===== src/rtl/i2cs_pkg.sv =====
package i2cs_pkg;
  localparam int BYTE_W = 8;
  localparam int BIT_CNT_W = 4;

  typedef enum logic [2:0] {
    PH_IDLE,
    PH_CTRL,
    PH_WADR,
    PH_WDAT,
    PH_RDAT,
    PH_WAIT
  } phase_t;

  // strobes from control to datapath, one clock wide
  typedef struct packed {
    logic shiftEn;   // shift sampled SDA into the receive byte
    logic ptrLoad;   // receive byte becomes the address pointer
    logic ptrInc;    // advance pointer
    logic wrCommit;  // store receive byte at pointer
    logic txLoad;    // capture the peeked byte for transmission
    logic txNext;    // peek at pointer+1 instead of pointer
  } dpStrobe_t;
endpackage


===== src/rtl/i2cs_sync.sv =====
module i2cs_sync #(
  parameter int STAGES = 2
) (
  input  logic clk,
  input  logic rstN,
  input  logic busEn,
  input  logic sclIn,
  input  logic sdaIn,
  output logic sdaLvl,
  output logic sclRise,
  output logic sclFall,
  output logic startDet,
  output logic stopDet
);
  logic [STAGES-1:0] sclSh;
  logic [STAGES-1:0] sdaSh;
  logic sclPrev;
  logic sdaPrev;
  logic sclLvl;

  // a disconnected bus looks idle (both lines high)
  always_ff @(posedge clk or negedge rstN) begin
    if (!rstN) begin
      sclSh   <= '1;
      sdaSh   <= '1;
      sclPrev <= 1'b1;
      sdaPrev <= 1'b1;
    end else begin
      sclSh   <= {sclSh[STAGES-2:0], busEn ? sclIn : 1'b1};
      sdaSh   <= {sdaSh[STAGES-2:0], busEn ? sdaIn : 1'b1};
      sclPrev <= sclSh[STAGES-1];
      sdaPrev <= sdaSh[STAGES-1];
    end
  end

  assign sclLvl   = sclSh[STAGES-1];
  assign sdaLvl   = sdaSh[STAGES-1];
  assign sclRise  = sclLvl & ~sclPrev;
  assign sclFall  = ~sclLvl & sclPrev;
  assign startDet = sclLvl & sclPrev & sdaPrev & ~sdaLvl;
  assign stopDet  = sclLvl & sclPrev & ~sdaPrev & sdaLvl;
endmodule


===== src/rtl/i2cs_ctrl.sv =====
module i2cs_ctrl
  import i2cs_pkg::*;
#(
  parameter logic [3:0] DEV_CODE = 4'h0
) (
  input  logic              clk,
  input  logic              rstN,
  input  logic              busEn,
  input  logic              latchEn,
  input  logic              sdaLvl,
  input  logic              sclRise,
  input  logic              sclFall,
  input  logic              startDet,
  input  logic              stopDet,
  input  logic [3:0]        ctrlCode,
  input  logic              rwBit,
  input  logic [BYTE_W-1:0] txByte,
  input  logic [BYTE_W-1:0] peekByte,
  output dpStrobe_t         strobe,
  output logic              sdaOe,
  output logic              ioHold
);
  phase_t               phase;
  logic [BIT_CNT_W-1:0] bitCnt;
  logic                 masterAck;
  logic                 active;
  logic                 codeHit;
  logic                 ackEnd;

  assign active  = (phase != PH_IDLE) && (phase != PH_WAIT);
  assign codeHit = (ctrlCode == DEV_CODE);
  assign ackEnd  = active && sclFall && (bitCnt == BIT_CNT_W'(9));

  always_comb begin
    strobe          = '0;
    strobe.shiftEn  = active && sclRise && (bitCnt < BIT_CNT_W'(8));
    strobe.ptrLoad  = ackEnd && (phase == PH_WADR);
    strobe.wrCommit = ackEnd && (phase == PH_WDAT);
    strobe.ptrInc   = ackEnd && ((phase == PH_WDAT) || (phase == PH_RDAT));
    strobe.txNext   = (phase == PH_RDAT);
    strobe.txLoad   = ackEnd && (((phase == PH_CTRL) && rwBit) ||
                                 ((phase == PH_RDAT) && masterAck));
  end

  always_ff @(posedge clk or negedge rstN) begin
    if (!rstN) begin
      phase     <= PH_IDLE;
      bitCnt    <= '0;
      masterAck <= 1'b0;
      sdaOe     <= 1'b0;
      ioHold    <= 1'b0;
    end else if (!busEn) begin
      phase     <= PH_IDLE;
      bitCnt    <= '0;
      masterAck <= 1'b0;
      sdaOe     <= 1'b0;
      ioHold    <= 1'b0;
    end else if (startDet) begin
      phase  <= PH_CTRL;
      bitCnt <= '0;
      sdaOe  <= 1'b0;
      ioHold <= latchEn;
    end else if (stopDet) begin
      phase  <= PH_IDLE;
      bitCnt <= '0;
      sdaOe  <= 1'b0;
      ioHold <= 1'b0;
    end else if (active && sclRise) begin
      if (bitCnt < BIT_CNT_W'(8)) begin
        bitCnt <= bitCnt + BIT_CNT_W'(1);
      end else if (bitCnt == BIT_CNT_W'(8)) begin
        bitCnt <= BIT_CNT_W'(9);
        if (phase == PH_RDAT) masterAck <= ~sdaLvl;
      end
    end else if (active && sclFall) begin
      if (bitCnt == BIT_CNT_W'(8)) begin
        // low phase ahead of the acknowledge clock
        unique case (phase)
          PH_CTRL: begin
            if (codeHit) begin
              sdaOe <= 1'b1;
            end else begin
              phase  <= PH_WAIT;
              sdaOe  <= 1'b0;
              ioHold <= 1'b0;
            end
          end
          PH_WADR, PH_WDAT: sdaOe <= 1'b1;
          default:          sdaOe <= 1'b0;
        endcase
      end else if (bitCnt == BIT_CNT_W'(9)) begin
        // acknowledge clock has ended
        bitCnt <= '0;
        unique case (phase)
          PH_CTRL: begin
            if (rwBit) begin
              phase  <= PH_RDAT;
              ioHold <= 1'b0;
              sdaOe  <= ~peekByte[BYTE_W-1];
            end else begin
              phase <= PH_WADR;
              sdaOe <= 1'b0;
            end
          end
          PH_WADR: begin
            phase <= PH_WDAT;
            sdaOe <= 1'b0;
          end
          PH_RDAT: begin
            if (masterAck) begin
              sdaOe <= ~peekByte[BYTE_W-1];
            end else begin
              phase <= PH_WAIT;
              sdaOe <= 1'b0;
            end
          end
          default: sdaOe <= 1'b0;
        endcase
      end else if (phase == PH_RDAT && bitCnt != '0) begin
        sdaOe <= ~txByte[3'd7 - bitCnt[2:0]];
      end
    end
  end
endmodule


===== src/rtl/i2cs_regs.sv =====
module i2cs_regs
  import i2cs_pkg::*;
#(
  parameter int                   ADDR_W    = 8,
  parameter int                   RAM_DEPTH = 8,
  parameter logic [ADDR_W-1:0]    RAM_BASE  = 8'hD8,
  parameter logic [RAM_DEPTH*8-1:0] RAM_INIT = '0,
  parameter logic [ADDR_W-1:0]    VIN_ADDR  = 8'hF0,
  parameter logic [7:0]           VIN_INIT  = 8'h00,
  parameter int                   NUM_PROT  = 3,
  parameter logic [ADDR_W-1:0]    PROT_BASE = 8'hF8,
  parameter logic [NUM_PROT*8-1:0] PROT_INIT = '0
) (
  input  logic              clk,
  input  logic              rstN,
  input  dpStrobe_t         strobe,
  input  logic              sdaLvl,
  output logic [BYTE_W-1:0] rxByte,
  output logic [BYTE_W-1:0] txByte,
  output logic [BYTE_W-1:0] peekByte,
  output logic [BYTE_W-1:0] vinOut
);
  logic [BYTE_W-1:0] ramQ [RAM_DEPTH];
  logic [BYTE_W-1:0] vinQ;
  logic [ADDR_W-1:0] ptr;
  logic [ADDR_W-1:0] peekAddr;
  logic [BYTE_W-1:0] protQ [NUM_PROT];

  // protected bytes are fixed by parameter
  for (genvar k = 0; k < NUM_PROT; k++) begin : g_prot
    assign protQ[k] = PROT_INIT[8*k +: 8];
  end

  function automatic logic [BYTE_W-1:0] readAt(input logic [ADDR_W-1:0] a);
    logic [BYTE_W-1:0] r;
    r = '0;
    for (int i = 0; i < RAM_DEPTH; i++) begin
      if (a == ADDR_W'(int'(RAM_BASE) + i)) r = ramQ[i];
    end
    for (int k = 0; k < NUM_PROT; k++) begin
      if (a == ADDR_W'(int'(PROT_BASE) + k)) r = protQ[k];
    end
    if (a == VIN_ADDR) r = vinQ;
    return r;
  endfunction

  assign peekAddr = strobe.txNext ? ptr + ADDR_W'(1) : ptr;
  assign peekByte = readAt(peekAddr);
  assign vinOut   = vinQ;

  always_ff @(posedge clk or negedge rstN) begin
    if (!rstN) begin
      rxByte <= '0;
      txByte <= '0;
      ptr    <= '0;
    end else begin
      if (strobe.shiftEn) rxByte <= {rxByte[BYTE_W-2:0], sdaLvl};
      if (strobe.txLoad)  txByte <= peekByte;
      if (strobe.ptrLoad) ptr <= ADDR_W'(rxByte);
      else if (strobe.ptrInc) ptr <= ptr + ADDR_W'(1);
    end
  end

  always_ff @(posedge clk or negedge rstN) begin
    if (!rstN) begin
      for (int i = 0; i < RAM_DEPTH; i++) ramQ[i] <= RAM_INIT[8*i +: 8];
      vinQ <= VIN_INIT;
    end else if (strobe.wrCommit) begin
      for (int i = 0; i < RAM_DEPTH; i++) begin
        if (ptr == ADDR_W'(int'(RAM_BASE) + i)) ramQ[i] <= rxByte;
      end
      if (ptr == VIN_ADDR) vinQ <= rxByte;
    end
  end
endmodule


===== src/rtl/i2c_hold_slave.sv =====
module i2c_hold_slave
  import i2cs_pkg::*;
#(
  parameter logic [3:0]             DEV_CODE    = 4'h0,
  parameter int                     ADDR_W      = 8,
  parameter int                     RAM_DEPTH   = 8,
  parameter logic [ADDR_W-1:0]      RAM_BASE    = 8'hD8,
  parameter logic [RAM_DEPTH*8-1:0] RAM_INIT    = '0,
  parameter logic [ADDR_W-1:0]      VIN_ADDR    = 8'hF0,
  parameter logic [7:0]             VIN_INIT    = 8'h00,
  parameter int                     NUM_PROT    = 3,
  parameter logic [ADDR_W-1:0]      PROT_BASE   = 8'hF8,
  parameter logic [NUM_PROT*8-1:0]  PROT_INIT   = '0,
  parameter int                     SYNC_STAGES = 2
) (
  input  logic       clk,
  input  logic       rstN,
  input  logic       busEn,
  input  logic       latchEn,
  input  logic       sclIn,
  input  logic       sdaIn,
  output logic       sdaOe,
  output logic       ioHold,
  output logic [7:0] vinOut
);
  logic              sdaLvl;
  logic              sclRise;
  logic              sclFall;
  logic              startDet;
  logic              stopDet;
  dpStrobe_t         strobe;
  logic [BYTE_W-1:0] rxByte;
  logic [BYTE_W-1:0] txByte;
  logic [BYTE_W-1:0] peekByte;

  i2cs_sync #(.STAGES(SYNC_STAGES)) u_sync (
    .clk(clk), .rstN(rstN), .busEn(busEn), .sclIn(sclIn), .sdaIn(sdaIn),
    .sdaLvl(sdaLvl), .sclRise(sclRise), .sclFall(sclFall),
    .startDet(startDet), .stopDet(stopDet)
  );

  i2cs_ctrl #(.DEV_CODE(DEV_CODE)) u_ctrl (
    .clk(clk), .rstN(rstN), .busEn(busEn), .latchEn(latchEn),
    .sdaLvl(sdaLvl), .sclRise(sclRise), .sclFall(sclFall),
    .startDet(startDet), .stopDet(stopDet),
    .ctrlCode(rxByte[6:3]), .rwBit(rxByte[0]),
    .txByte(txByte), .peekByte(peekByte),
    .strobe(strobe), .sdaOe(sdaOe), .ioHold(ioHold)
  );

  i2cs_regs #(
    .ADDR_W(ADDR_W), .RAM_DEPTH(RAM_DEPTH), .RAM_BASE(RAM_BASE),
    .RAM_INIT(RAM_INIT), .VIN_ADDR(VIN_ADDR), .VIN_INIT(VIN_INIT),
    .NUM_PROT(NUM_PROT), .PROT_BASE(PROT_BASE), .PROT_INIT(PROT_INIT)
  ) u_regs (
    .clk(clk), .rstN(rstN), .strobe(strobe), .sdaLvl(sdaLvl),
    .rxByte(rxByte), .txByte(txByte), .peekByte(peekByte), .vinOut(vinOut)
  );
endmodule


===== config.mk =====
export PLATFORM = sky130hd
export DESIGN_NAME = i2c_hold_slave
export DESIGN_NICKNAME = d
export VERILOG_FILES = /design/src/rtl/i2cs_pkg.sv /design/src/rtl/i2cs_sync.sv /design/src/rtl/i2cs_ctrl.sv /design/src/rtl/i2cs_regs.sv /design/src/rtl/i2c_hold_slave.sv
export SDC_FILE = /design/constraint.sdc
export NUM_CORES = 1
export LEC_CHECK = 0
export ABC_AREA = 1
export BUFFER_PORTS_ARGS = -buffer_cell sky130_fd_sc_hd__buf_4
export CAP_MARGIN = 20
export CORE_MARGIN = 2
export CORE_UTILIZATION = 50
export CTS_CLUSTER_SIZE = 16
export DETAILED_ROUTE_END_ITERATION = 10
export PLACE_DENSITY_LB_ADDON = 0.25
export SLEW_MARGIN = 20
export SYNTH_ARGS = -nofsm -noshare
export SYNTH_HDL_FRONTEND = slang
export SYNTH_SLANG_ARGS = --single-unit

===== constraint.sdc =====
create_clock -name clk -period 4.9 [get_ports clk]
set_clock_uncertainty 0.2 [all_clocks]
set_input_delay 0.98 -clock clk [delete_from_list [all_inputs] [get_ports clk]]
set_output_delay 0.98 -clock clk [all_outputs]
set_load 0.05 [all_outputs]

After elaboration in Yosys (flattened, before gate mapping)
Index checks and enable logic that the tools add are counted.
W data, S select, Z words.
{ "totals": {"reg_bits": 112, "output_inout_bits": 10, "wordCells": 191} }
{ "op_classes": {"n_addsub": 3, "n_lt_le_gt_ge": 2, "eq_ne": 48, "n_mux": 71, "n_bitwise": 13, "reduce_logical": 33} }
{ "ops": {"columns": ["op", "count"], "rows": [
  ["$eq A8 B8 Y1 const B", 21],
  ["$mux W8", 15],
  ["$mux W4", 9],
  ["$mux W3", 11],
  ["$mux W1", 32],
  ["$ne A5 B1 Y1 const B", 4],
  ["$reduce_and A2 Y1", 9],
  ["$logic_and A1 B1 Y1", 12],
  ["$ne A6 B1 Y1 const B", 2],
  ["$ne A6 B6 Y1 const B", 2],
  ["$reduce_and A6 Y1", 2],
  ["$ne A5 B4 Y1 const B", 2],
  ["$pmux W3 S3", 1],
  ["$add A8 B1 Y8 const B", 1],
  ["$eq A4 B4 Y1 const B", 2],
  ["$ne A4 B1 Y1 const B", 2],
  ["$and A1 B1 Y1", 7],
  ["$reduce_and A7 Y1", 1],
  ["$eq A3 B2 Y1 const B", 2],
  ["$ne A2 B1 Y1 const B", 3],
  ["$ne A2 B2 Y1 const B", 3],
  ["$not A1 Y1", 6],
  ["$ne A5 B5 Y1 const B", 1],
  ["$add A4 B1 Y4 const B", 1],
  ["17 further kinds", 19]
]} }

Logic depth before layout (Yosys ltp)
Gate-level depths: netlist of the first run.
{ "logic_depth": {"ltp_word": 25, "depth_mapped": 19, "ltp_nobuf": 18} }

Hierarchy
From an unflattened synthesis of the first run, not the netlist that was laid out.
{ "hier_totals": {"cells_unflattened": 759, "area_unflattened_um2": 5931.9} }
{ "by_module_without_submodules": {"columns": ["mod", "instances", "cells_each", "area_each_um2", "seq_area_each_um2"], "rows": [
  ["i2cs_regs", 1, 568, 4658.2, 2402.3],
  ["i2cs_ctrl", 1, 170, 1059.8, 250.2],
  ["i2cs_sync", 1, 21, 214.0, 157.7]
]} }

Least setup slack after synthesis of the first run
OpenSTA, ideal clock, no wires.
{ "synth_timing": {"path_kind": "input port to flip-flop", "from": "in busEn", "to": "reg u_ctrl.phase[0]", "setup_ns": 0.157, "arrival_time_ns": 2.070, "t_required_ns": 4.543, "slack_ns": 2.473, "path_stages": 5, "cell_sequence": "inv_1 nor2_1 inv_1 o311ai_0 o21ai_0"} }
{ "synth_via": {"elab_chain_cells": 2} }
{ "synth_rtl": {"columns": ["element", "line_no", "text"], "rows": [
  ["start: declaration", "i2c_hold_slave.sv:18", "input logic busEn,"],
  ["$ne A6 B1 Y1 (no line) (tied with other cells)", null, null],
  ["$reduce_and A7 Y1 (no line)", null, null],
  ["end signal: assignment", "i2cs_ctrl.sv:47", "phase <= PH_IDLE;"],
  ["end signal: assignment", "i2cs_ctrl.sv:53", "phase <= PH_IDLE;"],
  ["end signal: assignment", "i2cs_ctrl.sv:59", "phase <= PH_CTRL;"],
  ["end: declaration", "i2cs_ctrl.sv:23", "phase_t phase;"]
]} }
Several ways; a longest one is shown, not always the timed one.
A chain may end at the register's enable or synchronous reset.

Worst setup path in the final report of the first run
{ "layout_timing": {"from": "reg u_regs.ptr[0]", "to": "reg u_ctrl.sdaOe"} }
{ "layout_via": {"elab_chain_cells": 25} }
{ "layout_rtl": {"columns": ["element", "line_no", "text"], "rows": [
  ["start: declaration", "i2cs_regs.sv:25", "logic [ADDR_W-1:0] ptr;"],
  ["start signal: assignment", "i2cs_regs.sv:59", "if (strobe.ptrLoad) ptr <= ADDR_W'(rxByte);"],
  ["start signal: assignment", "i2cs_regs.sv:60", "else if (strobe.ptrInc) ptr <= ptr + ADDR_W'(1);"],
  ["$add A8 B1 Y8", "i2cs_regs.sv:47", "assign peekAddr = strobe.txNext ? ptr + ADDR_W'(1) : ptr;"],
  ["$mux W8 *", "i2cs_regs.sv:47", null],
  ["$eq A8 B8 Y1", "i2cs_regs.sv:38", "if (a == ADDR_W'(int'(RAM_BASE) + i)) r = ramQ[i];"],
  ["$mux W8 (8 in a row)", "i2cs_regs.sv:38", null],
  ["$mux W8 (3 in a row)", "i2cs_regs.sv:41", "if (a == ADDR_W'(int'(PROT_BASE) + k)) r = protQ[k];"],
  ["$mux W8 *", "i2cs_regs.sv:43", "if (a == VIN_ADDR) r = vinQ;"],
  ["$not A1 Y1 *", "i2cs_ctrl.sv:99, i2cs_ctrl.sv:111", null],
  ["$mux W1, on equally long branches", "i2cs_ctrl.sv:110, i2cs_ctrl.sv:96", null],
  ["$pmux W1 S2 *", "i2cs_ctrl.sv:94", "unique case (phase)"],
  ["$mux W1 *", "i2cs_ctrl.sv:91", "end else if (bitCnt == BIT_CNT_W'(9)) begin"],
  ["$mux W1 *", "i2cs_ctrl.sv:76", "if (bitCnt == BIT_CNT_W'(8)) begin"],
  ["$mux W1 *", "i2cs_ctrl.sv:75", "end else if (active && sclFall) begin"],
  ["$mux W1 *", "i2cs_ctrl.sv:68", "end else if (active && sclRise) begin"],
  ["$mux W1 *", "i2cs_ctrl.sv:63", "end else if (stopDet) begin"],
  ["$mux W1 *", "i2cs_ctrl.sv:58", "end else if (startDet) begin"],
  ["$mux W1 *", "i2cs_ctrl.sv:52", "end else if (!busEn) begin"],
  ["end signal: assignment", "i2cs_ctrl.sv:99", "sdaOe <= ~peekByte[BYTE_W-1];"],
  ["end signal: assignment", "i2cs_ctrl.sv:111", "sdaOe <= ~peekByte[BYTE_W-1];"],
  ["end signal: assignment", "i2cs_ctrl.sv:120", "sdaOe <= ~txByte[3'd7 - bitCnt[2:0]];"],
  ["end: declaration", "i2cs_ctrl.sv:20", "output logic sdaOe,"]
]} }
Every way passes the cells marked *; elsewhere a longest branch is shown, timed or not. The select of a mux whose other input is x is not followed.

==> impl_metrics.py, run 1 <==
metrics = {
    "grt": {
        "top_usage_layer": "met2",
        "grt_max_degree": 47,
        "antenna_found_initial": 0,
        "gr-usage-met2_pct": 43.3,
        "grt_overflow": 0,
        "grt_use_total_pct": 25.9,
        "grtUsageMet1_pct": 35.0,
        "grt_pass1_vias": 4747,
        "use_met3_pct": 5.51,
        "grt_pass1_wl_um": 23800,
    },
    "sta": {
        "final.setup.tns_ns": 0,
        "rsz0062_at_grt": "no",
        "slew_viol_final": 0,
        "worst_pin_slew_ns": 0.695,
        "fin_crit_ns": 2.88,
        "relSlewSlack_pct": 53.0,
        "period_share_pct": 58.8,
        "setup_viol_count_final": 0,
        "hold_viol": 0,
        "fmax_ghz": 0.347,
    },
    "layout": {
        "diodes": 0,
        "area_growth_pct": 7.76,
        "drive_gt1_share_pct": 10.1,
        "final_nets": 712,
        "stdcell_count": 844,
    },
    "synthesis": {
        "synth_area_leaders": "dfrtp_1 (47%), nand2_1 (12%), o21ai_0 (8.9%), nand3_1 (5.6%), inv_1 (3.6%)",
        "synth_most_common_cell": "nand2_1",
        "avgSynthCellArea_sq_um": 8.13,
        "synth_top_area_cell": "dfrtp_1",
        "syn_inst": 688,
        "synth_area_sq_mm": 0.00559,
        "synth.distinct_cells": 41,
        "synth.ff_latch_count": 112,
        "yosysSeqAreaShare_pct": 50.2,
        "syn-num-nets": 701,
        "ys_warn_count": 0,
        "synth_top_area_share_pct": 47.4,
        "synth_ff_type": "dfrtp_1",
        "netlist_top_cells_count": "nand2_1 (182), dfrtp_1 (106), o21ai_0 (100)",
        "synthArstFlopShare_pct": 100,
        "synth-edff-count": 0,
    },
    "hold_path": {
        "hold_class": "reg2reg",
        "min_from": "u_sync.sclSh[0]$_DFF_PN1_",
        "hold_depth": 0,
    },
    "worst_setup_path": {
        "regToRegSetupSlack_ns": 2.02,
        "cp_max_fo": 21,
        "crit_start": "u_regs.ptr[0]$_DFFE_PN0P_",
        "crit_type": "reg2reg",
        "rr_startpoint": "u_regs.ptr[0]$_DFFE_PN0P_",
        "required_ns": 4.99,
        "critPathCaptureType": "flop",
        "cp_data_arrival_time_ns": 2.97,
        "start_kind": "flop",
        "rr_endpoint": "u_ctrl.sdaOe$_DFFE_PN0P_",
        "crit_path_end": "u_ctrl.sdaOe$_DFFE_PN0P_",
        "worst-r2r-cell-count": 18,
    },
    "power": {
        "power_w": 0.00213,
        "cellPowerDensity_mw_per_mm2": 353,
        "power_leakage_nw": 2.79,
        "peakVddDrop_mv": 0.298,
    },
    "clocking": {
        "ctsLongestPathBuffers": 2,
        "worst_skew_pair.late_latency_ns": 0.40,
        "cts_setup_buffers": 0,
        "cts_buffers": 9,
        "clk_pin_slew_ns": 0.10,
        "postCtsHoldBufs": 0,
        "cts_tree": "built",
        "cts_resized": 0,
        "numClockSinks": 112,
        "htreeDepth": 3,
        "cts_root_buffer": "clkbuf_8",
    },
    "floorplan": {
        "coreArea_sq_mm": 0.0109,
        "pin_count": 16,
        "start_util_pct": 51.4,
        "dieHeight_um": 110,
        "die_area_sq_mm": 0.0121,
        "die_x_um": 110,
        "placementRows": 38,
    },
    "drt": {
        "drc_errors": 0,
        "num_vias": 4870,
        "detail_route.iter0.violations": 491,
        "viasPerCell": 5.77,
        "totalWireLength_um": 14100,
        "antenna_left": 0,
        "dr.pass1.iters": 5,
        "avgRoutedWirePerCell_um": 16.8,
    },
    "place": {
        "port_buffers": 15,
        "dp.cells": 828,
        "dp_hpwl_um": 10100,
        "place.gp.congestion": 0.920,
    },
    "run": {
        "cap_violations": 0,
    },
    "outcome": {
        "status": "finished, final reports clean",
    },
}
state kept, by name (all words and copies together) (netlist names), 3 cells and up:
register,cells
u_regs.ptr,8
u_ctrl.phase,3
u_regs.ramQ,64
u_regs.txByte,8
u_regs.rxByte,8
u_ctrl.bitCnt,4
u_regs.vinOut,8
per-layer routing:
metal / wire (um) / up-vias
met5: 0 / -
met4: 163 / 0
met3: 747 / 20
met2: 6780 / 139
met1: 6450 / 2387
li1: - / 2324
metrics by stage:
step           hold WS (ns)  util (%)  worst slack, ns  cell area [sq um]
5_1_grt               0.170      55.4             1.74               6030
3_3_place_gp          0.148      53.3             1.93               5800
4_1_cts               0.168      55.3             2.04               6020
6_report              0.164      55.4             2.02               6030
3_5_place_dp          0.150      53.3             1.97               5800
2_1_floorplan         0.145         -             2.47               5590
how the worst min path moves through the flow:
stage	to	slack, ns
final	u_sync.sclSh[1]$_DFF_PN1_	0.16
after global routing	u_sync.sclSh[1]$_DFF_PN1_	0.17
after CTS	u_sync.sclSh[1]$_DFF_PN1_	0.17
after detailed placement	u_sync.sclSh[1]$_DFF_PN1_	0.15
after global placement	u_sync.sdaSh[1]$_DFF_PN1_	0.15
after floorplan	u_sync.sclSh[1]$_DFF_PN1_	0.15
report_power, final:
| part | switching, W | total (W) | leakage, nW | internal, W |
|---|---|---|---|---|
| clock network | 0.000315 | 0.000617 | 0.114 | 0.000302 |
| registers | 0.0000582 | 0.00103 | 1.54 | 0.000970 |
| logic | 0.000379 | 0.000485 | 1.14 | 0.000106 |
| total | 0.000752 | 0.00213 | 2.79 | 0.00138 |
cell usage in the layout, fill, tap and decap left out, drive strengths merged:
cell type / Yosys / layout
a211oi: 2 / 2
a21oi: 21 / 21
a22oi: 1 / 1
a31oi: 3 / 3
buf: 11 / 17
bufinv: 0 / 2
clkbuf: 6 / 11
clkinv: 1 / 3
dfrtp: 106 / 106
dfstp: 6 / 6
ha: 7 / 7
inv: 57 / 58
nand2: 188 / 188
nand3: 65 / 65
nand3b: 1 / 1
nand4: 13 / 13
nor2: 56 / 56
nor3: 8 / 8
nor4: 2 / 2
o211ai: 6 / 6
o21ai: 107 / 107
o21bai: 1 / 1
o22ai: 12 / 12
o311ai: 1 / 1
o41ai: 1 / 1
or2: 6 / 6
critical path, stage by stage, from the launching register on:
cell      delay (ns)
dfrtp_1         0.46
ha_1            0.26
inv_1           0.08
nor2_2          0.16
nand2_1         0.08
nand3_1         0.07
nand2_1         0.10
a21oi_4         0.22
nand2_4         0.10
clkinv_2        0.25
nand2_2         0.14
nor2_4          0.19
nand2_1         0.07
nand4_1         0.12
nand2_1         0.08
nand3_1         0.07
nand2_1         0.05
nand2_1         0.05
nand2_1         0.04
cell type report:
cell class	instances	area, sq um
timing repair buffer	17	128
clock inverter	5	78.8
sequential	112	2810
fill	1029	4860
inverter	58	219
multi-input combinational	501	2480
tap	140	175
clock buffer	11	141
cells by family (layout without fill, tap and decap cells):
| logic type | after synthesis | in the layout | synth area share [%] |
|---|---|---|---|
| DFF | 112 | 112 | 50.2 |
| and+or+nand+nor | 339 | 339 | 27.6 |
| AOI/OAI and AO/OA | 155 | 155 | 15.1 |
| buffers and inverters | 75 | 91 | 5.57 |
| adders and majority gates | 7 | 7 | 1.57 |
No activity file was read; power rests on OpenSTA's default activity.
==> run 2: changes to the inputs <==
==> constraint.sdc (replaced) <==
create_clock -name clk -period 2.69 [get_ports clk]
set_clock_uncertainty 0.2 [all_clocks]
set_input_delay 0.538 -clock clk [delete_from_list [all_inputs] [get_ports clk]]
set_output_delay 0.538 -clock clk [all_outputs]
set_load 0.05 [all_outputs]
==> run 2 against run 1 <==
Effect of this change:
- die area did not move
- clock power rose by 55%
- first-iteration DRC count fell by 8.1%
- largest cell class unchanged
==> impl_metrics.py, run 2 (synthesis gave the netlist of run 1 again) <==
metrics = {
    "floorplan": {
        "coreArea_sq_mm": 0.0109,
        "pin_count": 16,
        "dieHeight_um": 110,
        "start_util_pct": 51.4,
        "placementRows": 38,
        "die_x_um": 110,
        "die_area_sq_mm": 0.0121,
    },
    "sta": {
        "fin_crit_ns": 2.55,
        "hold_viol": 0,
        "worst_pin_slew_ns": 0.681,
        "setup_viol_count_final": 0,
        "relSlewSlack_pct": 54.2,
        "fmax_ghz": 0.392,
        "period_share_pct": 94.9,
        "slew_viol_final": 0,
        "final.setup.tns_ns": 0,
        "holdWs_ns": 0.142,
    },
    "drt": {
        "viasPerCell": 5.64,
        "detail_route.iter0.violations": 451,
        "avgRoutedWirePerCell_um": 16.6,
        "num_vias": 4944,
        "drc_errors": 0,
        "antenna_left": 0,
        "totalWireLength_um": 14500,
        "dr.pass1.iters": 7,
    },
    "grt": {
        "grt_pass1_wl_um": 23700,
        "grt_max_degree": 52,
        "antenna_found_initial": 0,
        "grt_pass1_vias": 4840,
        "grt_use_total_pct": 26.0,
        "grt_overflow": 0,
    },
    "clocking": {
        "htreeDepth": 3,
        "numClockSinks": 112,
        "ctsLongestPathBuffers": 2,
        "cts_root_buffer": "clkbuf_8",
        "cts_buffers": 9,
        "clk_pin_slew_ns": 0.11,
        "worst_skew_pair.late_latency_ns": 0.40,
        "cts_tree": "built",
    },
    "layout": {
        "fillers": 1005,
        "final_area_sq_mm": 0.00633,
        "final_nets": 745,
        "mostFrequentLayoutCells": "nand2_1 (176), dfrtp_1 (101), o21ai_0 (100)",
        "final_common_cell": "nand2_1",
        "largest_register_ffs": 64,
        "diodes": 0,
        "area_growth_pct": 13.1,
        "largest-register": "u_regs.ramQ",
        "drive_gt1_share_pct": 16.4,
        "post-route-util_pct": 58.1,
    },
    "place": {
        "dp_hpwl_um": 10500,
        "place.gp.congestion": 0.924,
        "post_dp_cell_area_sq_mm": 0.00602,
        "port_buffers": 15,
    },
    "run": {
        "cap_violations": 0,
    },
    "worst_setup_path": {
        "start_kind": "flop",
        "cp_max_fo": 7,
        "critPathCaptureType": "flop",
        "required_ns": 2.81,
        "cp_data_arrival_time_ns": 2.67,
        "crit_type": "reg2reg",
    },
    "hold_path": {
        "hold_class": "in2reg",
    },
    "power": {
        "power_leakage_nw": 2.92,
        "peakVddDrop_mv": 0.370,
        "cellPowerDensity_mw_per_mm2": 607,
        "power_w": 0.00384,
    },
    "outcome": {
        "status": "finished, final reports clean",
    },
}
==> run 2: cell types whose count changed in the layout (fill, tap and decap cells not counted), moves of 2 or more <==
cell       delta
inv_6         +3
bufinv_16     -2
nand2_1       -6
dfrtp_1       -5
inv_1         -2
nor2_4        +2
clkinv_4      +2
nand2_2       +6
clkinv_2      -3
buf_4        +31
dfrtp_2       +5
nor2_1        -2
==> run 2: final timing paths <==
check	start	end	slack (ns)	depth (start not counted)
max reg2reg	u_regs.ptr[0]$_DFFE_PN0P_	u_regs.txByte[5]$_DFFE_PN0P_	0.14	14
min	sdaIn	u_sync.sdaSh[0]$_DFF_PN1_	0.14	2
max in group asynchronous	rstN	u_regs.ramQ[51]$_DFFE_PN0P_	1.08	3
min in group asynchronous	rstN	u_ctrl.ioHold$_DFFE_PN0P_	0.51	2
max	u_regs.ptr[0]$_DFFE_PN0P_	u_regs.txByte[5]$_DFFE_PN0P_	0.14	14
min reg2reg	u_sync.sdaSh[0]$_DFF_PN1_	u_sync.sdaSh[1]$_DFF_PN1_	0.17	0
==> run 2: what timing repair did <==
item                                    4_1_cts  5_1_grt
buffers inserted                              0        5
hold buffers                                  1        0
cloned                                        0        0
pin swaps                                     0        6
hold endpoints to repair                     32        0
resized for setup                             1       26
endpoints found under the setup margin        1       12
==> run 2: critical path, stage by stage (launching register included) <==
cell and delay [ns]:
dfrtp_2 0.47, inv_4 0.07, ha_1 0.31, nand3b_1 0.17, nand2_2 0.14, nand3_1 0.11, nor2_1 0.15, inv_1 0.09
nor2_4 0.18, nand2_1 0.08, nand3_1 0.10, nor2_1 0.07, nand3_1 0.09, o22ai_1 0.09, a21oi_1 0.14
==> run 2: cell type report <==
type	instances	area [sq um]	share of cell area (%)
inverters	58	225	3.56
repair buffers	50	390	6.17
well taps	140	175	2.77
clock inverters	6	51.3	0.811
clock buffers	10	128	2.02
flip-flops and latches	112	2820	44.5
multi-input cells	501	2540	40.2
==> run 2: stage by stage <==
step           worst slack, ns  std cells
6_report                 0.138        877
3_3_place_gp            0.0464        855
2_1_floorplan            0.309        688
3_5_place_dp           -0.0214        855
4_1_cts                 0.0301        872
5_1_grt                -0.0414        877
==> run 2: power breakdown <==
part,internal [W],switching [W]
Combinational,0.000256,0.000767
Sequential,0.00177,0.0000951
Clock,0.000351,0.000604
Total,0.00237,0.00147
==> run 2: per-layer routing <==
layer  track usage, %  wire [um]  up-vias
met5                0          0        -
met2             43.2       6920      127
met1             33.6       6500     2398
met4             10.5        386        0
met3             4.68        711       28
li1                 -          -     2391
==> run 3: changes to the inputs <==
--- a/config.mk
+++ b/config.mk
@@ -6,12 +6,13 @@
 export NUM_CORES = 1
 export LEC_CHECK = 0
 export ABC_AREA = 1
-export BUFFER_PORTS_ARGS = -buffer_cell sky130_fd_sc_hd__buf_4
+export BUFFER_PORTS_ARGS = -buffer_cell sky130_fd_sc_hd__buf_2
 export CAP_MARGIN = 20
 export CORE_MARGIN = 2
 export CORE_UTILIZATION = 50
 export CTS_CLUSTER_SIZE = 16
 export DETAILED_ROUTE_END_ITERATION = 10
+export GPL_TIMING_DRIVEN = 1
 export PLACE_DENSITY_LB_ADDON = 0.25
 export SLEW_MARGIN = 20
 export SYNTH_ARGS = -nofsm -noshare
==> run 3 against run 2 <==
Effect of this change:
- sequential share of layout area about the same
- global-route usage up 0.22 points
- critical endpoint is now u_regs.txByte[4]$_DFFE_PN0P_
- critical path type unchanged
- cell count is 0.23% higher
==> impl_metrics.py, run 3 (synthesis gave the netlist of run 1 again) <==
metrics = {
    "outcome": {
        "status": "finished, final reports clean",
    },
    "sta": {
        "hold_viol": 0,
        "fmax_ghz": 0.392,
        "final.setup.tns_ns": 0,
        "setup_slack_ns": 0.136,
        "worst_pin_slew_ns": 0.725,
        "rsz0062_at_grt": "yes",
        "setup_viol_count_final": 0,
        "period_share_pct": 94.9,
        "slew_viol_final": 0,
        "relSlewSlack_pct": 50.9,
        "fin_crit_ns": 2.55,
    },
    "layout": {
        "largest_register_ffs": 64,
        "final_nets": 747,
        "largest-register": "u_regs.ramQ",
        "fillers": 961,
        "regArea_sq_mm": 0.00281,
        "multi_input_comb_area_sq_mm": 0.00251,
        "diodes": 0,
        "mostFrequentLayoutCells": "nand2_1 (179), dfrtp_1 (103), o21ai_0 (100)",
        "drive_gt1_share_pct": 15.3,
        "area_growth_pct": 13.0,
        "final_common_cell": "nand2_1",
        "stdcell_count": 879,
    },
    "power": {
        "power_frac_comb_pct": 25.1,
        "p_seq_share_pct": 46.0,
        "cellPowerDensity_mw_per_mm2": 641,
        "intPower_w": 0.00262,
        "power_w": 0.00405,
        "power_leakage_nw": 2.96,
        "clkPwrFrac_pct": 28.9,
        "peakVddDrop_mv": 0.503,
        "switchingPower_w": 0.00143,
        "p_sw_share_pct": 35.3,
    },
    "drt": {
        "avgRoutedWirePerCell_um": 16.6,
        "antenna_left": 0,
        "totalWireLength_um": 14600,
        "viasPerCell": 5.61,
        "num_vias": 4927,
        "drc_errors": 0,
        "detail_route.iter0.violations": 401,
        "dr.pass1.iters": 5,
    },
    "worst_setup_path": {
        "critPathCaptureType": "flop",
        "cp_data_arrival_time_ns": 2.64,
        "regToRegSetupSlack_ns": 0.14,
        "max_stage_delay_ns": 0.48,
        "rr_startpoint": "u_regs.ptr[2]$_DFFE_PN0P_",
        "required_ns": 2.77,
        "cp_num_buf_inv": 2,
        "critPathSlowestCell": "dfrtp_1",
        "crit_cells": 16,
        "worst-r2r-cell-count": 16,
        "cp_max_fo": 7,
        "crit_start": "u_regs.ptr[2]$_DFFE_PN0P_",
        "crit_type": "reg2reg",
        "crit_chain": "nand2_1 > nor2_1 > nand2_1 > nand2_1 > nand2_1 > nand3_1 > nand2_2 > nand2_4 > clkinv_2 > buf_4 > nand3_1 > nand3_1 > nor2_1 > nand3_1 > o22ai_1 > a21oi_1",
        "cp_top_family": "simple AND/OR/NAND/NOR gates",
        "rr_endpoint": "u_regs.txByte[4]$_DFFE_PN0P_",
        "start_kind": "flop",
    },
    "clocking": {
        "cts_root_buffer": "clkbuf_8",
        "cts_buffers": 9,
        "worst_skew_pair.late_latency_ns": 0.39,
        "htreeDepth": 3,
        "cts_tree": "built",
        "ctsLongestPathBuffers": 2,
        "clk_pin_slew_ns": 0.10,
        "numClockSinks": 112,
    },
    "place": {
        "place_ws_ns": 0.0341,
        "port_buffers": 15,
        "dp_hpwl_um": 10800,
        "place.gp.congestion": 0.983,
        "dp.cells": 861,
    },
    "floorplan": {
        "die_x_um": 110,
        "coreArea_sq_mm": 0.0109,
        "die_area_sq_mm": 0.0121,
        "placementRows": 38,
        "dieHeight_um": 110,
        "start_util_pct": 51.4,
        "pin_count": 16,
    },
    "run": {
        "cap_violations": 0,
    },
    "grt": {
        "antenna_found_initial": 0,
        "grt_use_total_pct": 26.2,
        "grt_overflow": 0,
        "grt_max_degree": 45,
        "grt_pass1_wl_um": 23800,
        "grt_pass1_vias": 4713,
    },
    "hold_path": {
        "holdPathEnd": "u_sync.sdaSh[0]$_DFF_PN1_",
        "min_from": "sdaIn",
        "hold_class": "in2reg",
        "hold_depth": 2,
    },
}
## run 3: layer usage
metal  vias to the layer above  GRT usage [%]  wire (um)  part of all wire [%]
met4                         0           7.23        167                   1.1
li1                       2388              -          -                     -
met2                       170           41.8       6860                    47
met1                      2354           35.7       6760                    46
met3                        15           6.46        820                   5.6
met5                         -              0          0                     0
## run 3: metrics by stage
step	hold slack (ns)	utilization, %	instance area (sq um)
floorplan	0.0424	-	5590
global placement	0.148	55.4	6030
detailed placement	0.148	55.4	6030
CTS	0.112	57.6	6280
global route	0.130	58.1	6320
finish	0.133	58.1	6320
## run 3: cell type report
class / instances / area share, %
Clock buffer: 11 / 2.39
Timing Repair Buffer: 52 / 5.86
Tap cell: 140 / 2.77
Multi-Input combinational cell: 501 / 39.7
Inverter: 58 / 3.46
Sequential cell: 112 / 44.5
Clock inverter: 5 / 1.35
## run 3: worst max-delay path by stage
| stage | end | slack (ns) |
|---|---|---|
| detailed placement | u_regs.txByte[3]$_DFFE_PN0P_ | 0.03 |
| global placement | u_regs.txByte[6]$_DFFE_PN0P_ | 0.11 |
| floorplan | u_regs.txByte[6]$_DFFE_PN0P_ | 0.31 |
| finish | u_regs.txByte[4]$_DFFE_PN0P_ | 0.14 |
| CTS | u_regs.txByte[3]$_DFFE_PN0P_ | 0.01 |
| global route | u_ctrl.sdaOe$_DFFE_PN0P_ | -0.02 |
## run 3: power by group through the flow
stage               Combinational (W)  Sequential [W]  Clock, W
finish                        0.00102         0.00187   0.00117
CTS                          0.000985         0.00186   0.00120
global placement             0.000961         0.00189         0
floorplan                    0.000578         0.00189         0
detailed placement           0.000975         0.00190         0
global route                  0.00112         0.00188   0.00128
## run 3: repair_timing
item                       in CTS  in global routing
hold buffers                    1                  0
hold endpoints to repair       38                  0
setup endpoints to repair       0                  9
gates resized for setup         0                 11
setup buffers                   0                  1
## run 3: worst register-to-register path: cells and delay by family, from the launching register on
family	cells	cell delay (ns)
AO/OA/AOI/OAI	2	0.24
flip-flops	1	0.48
buffers and inverters	2	0.27
AND/OR/NAND/NOR	12	1.25
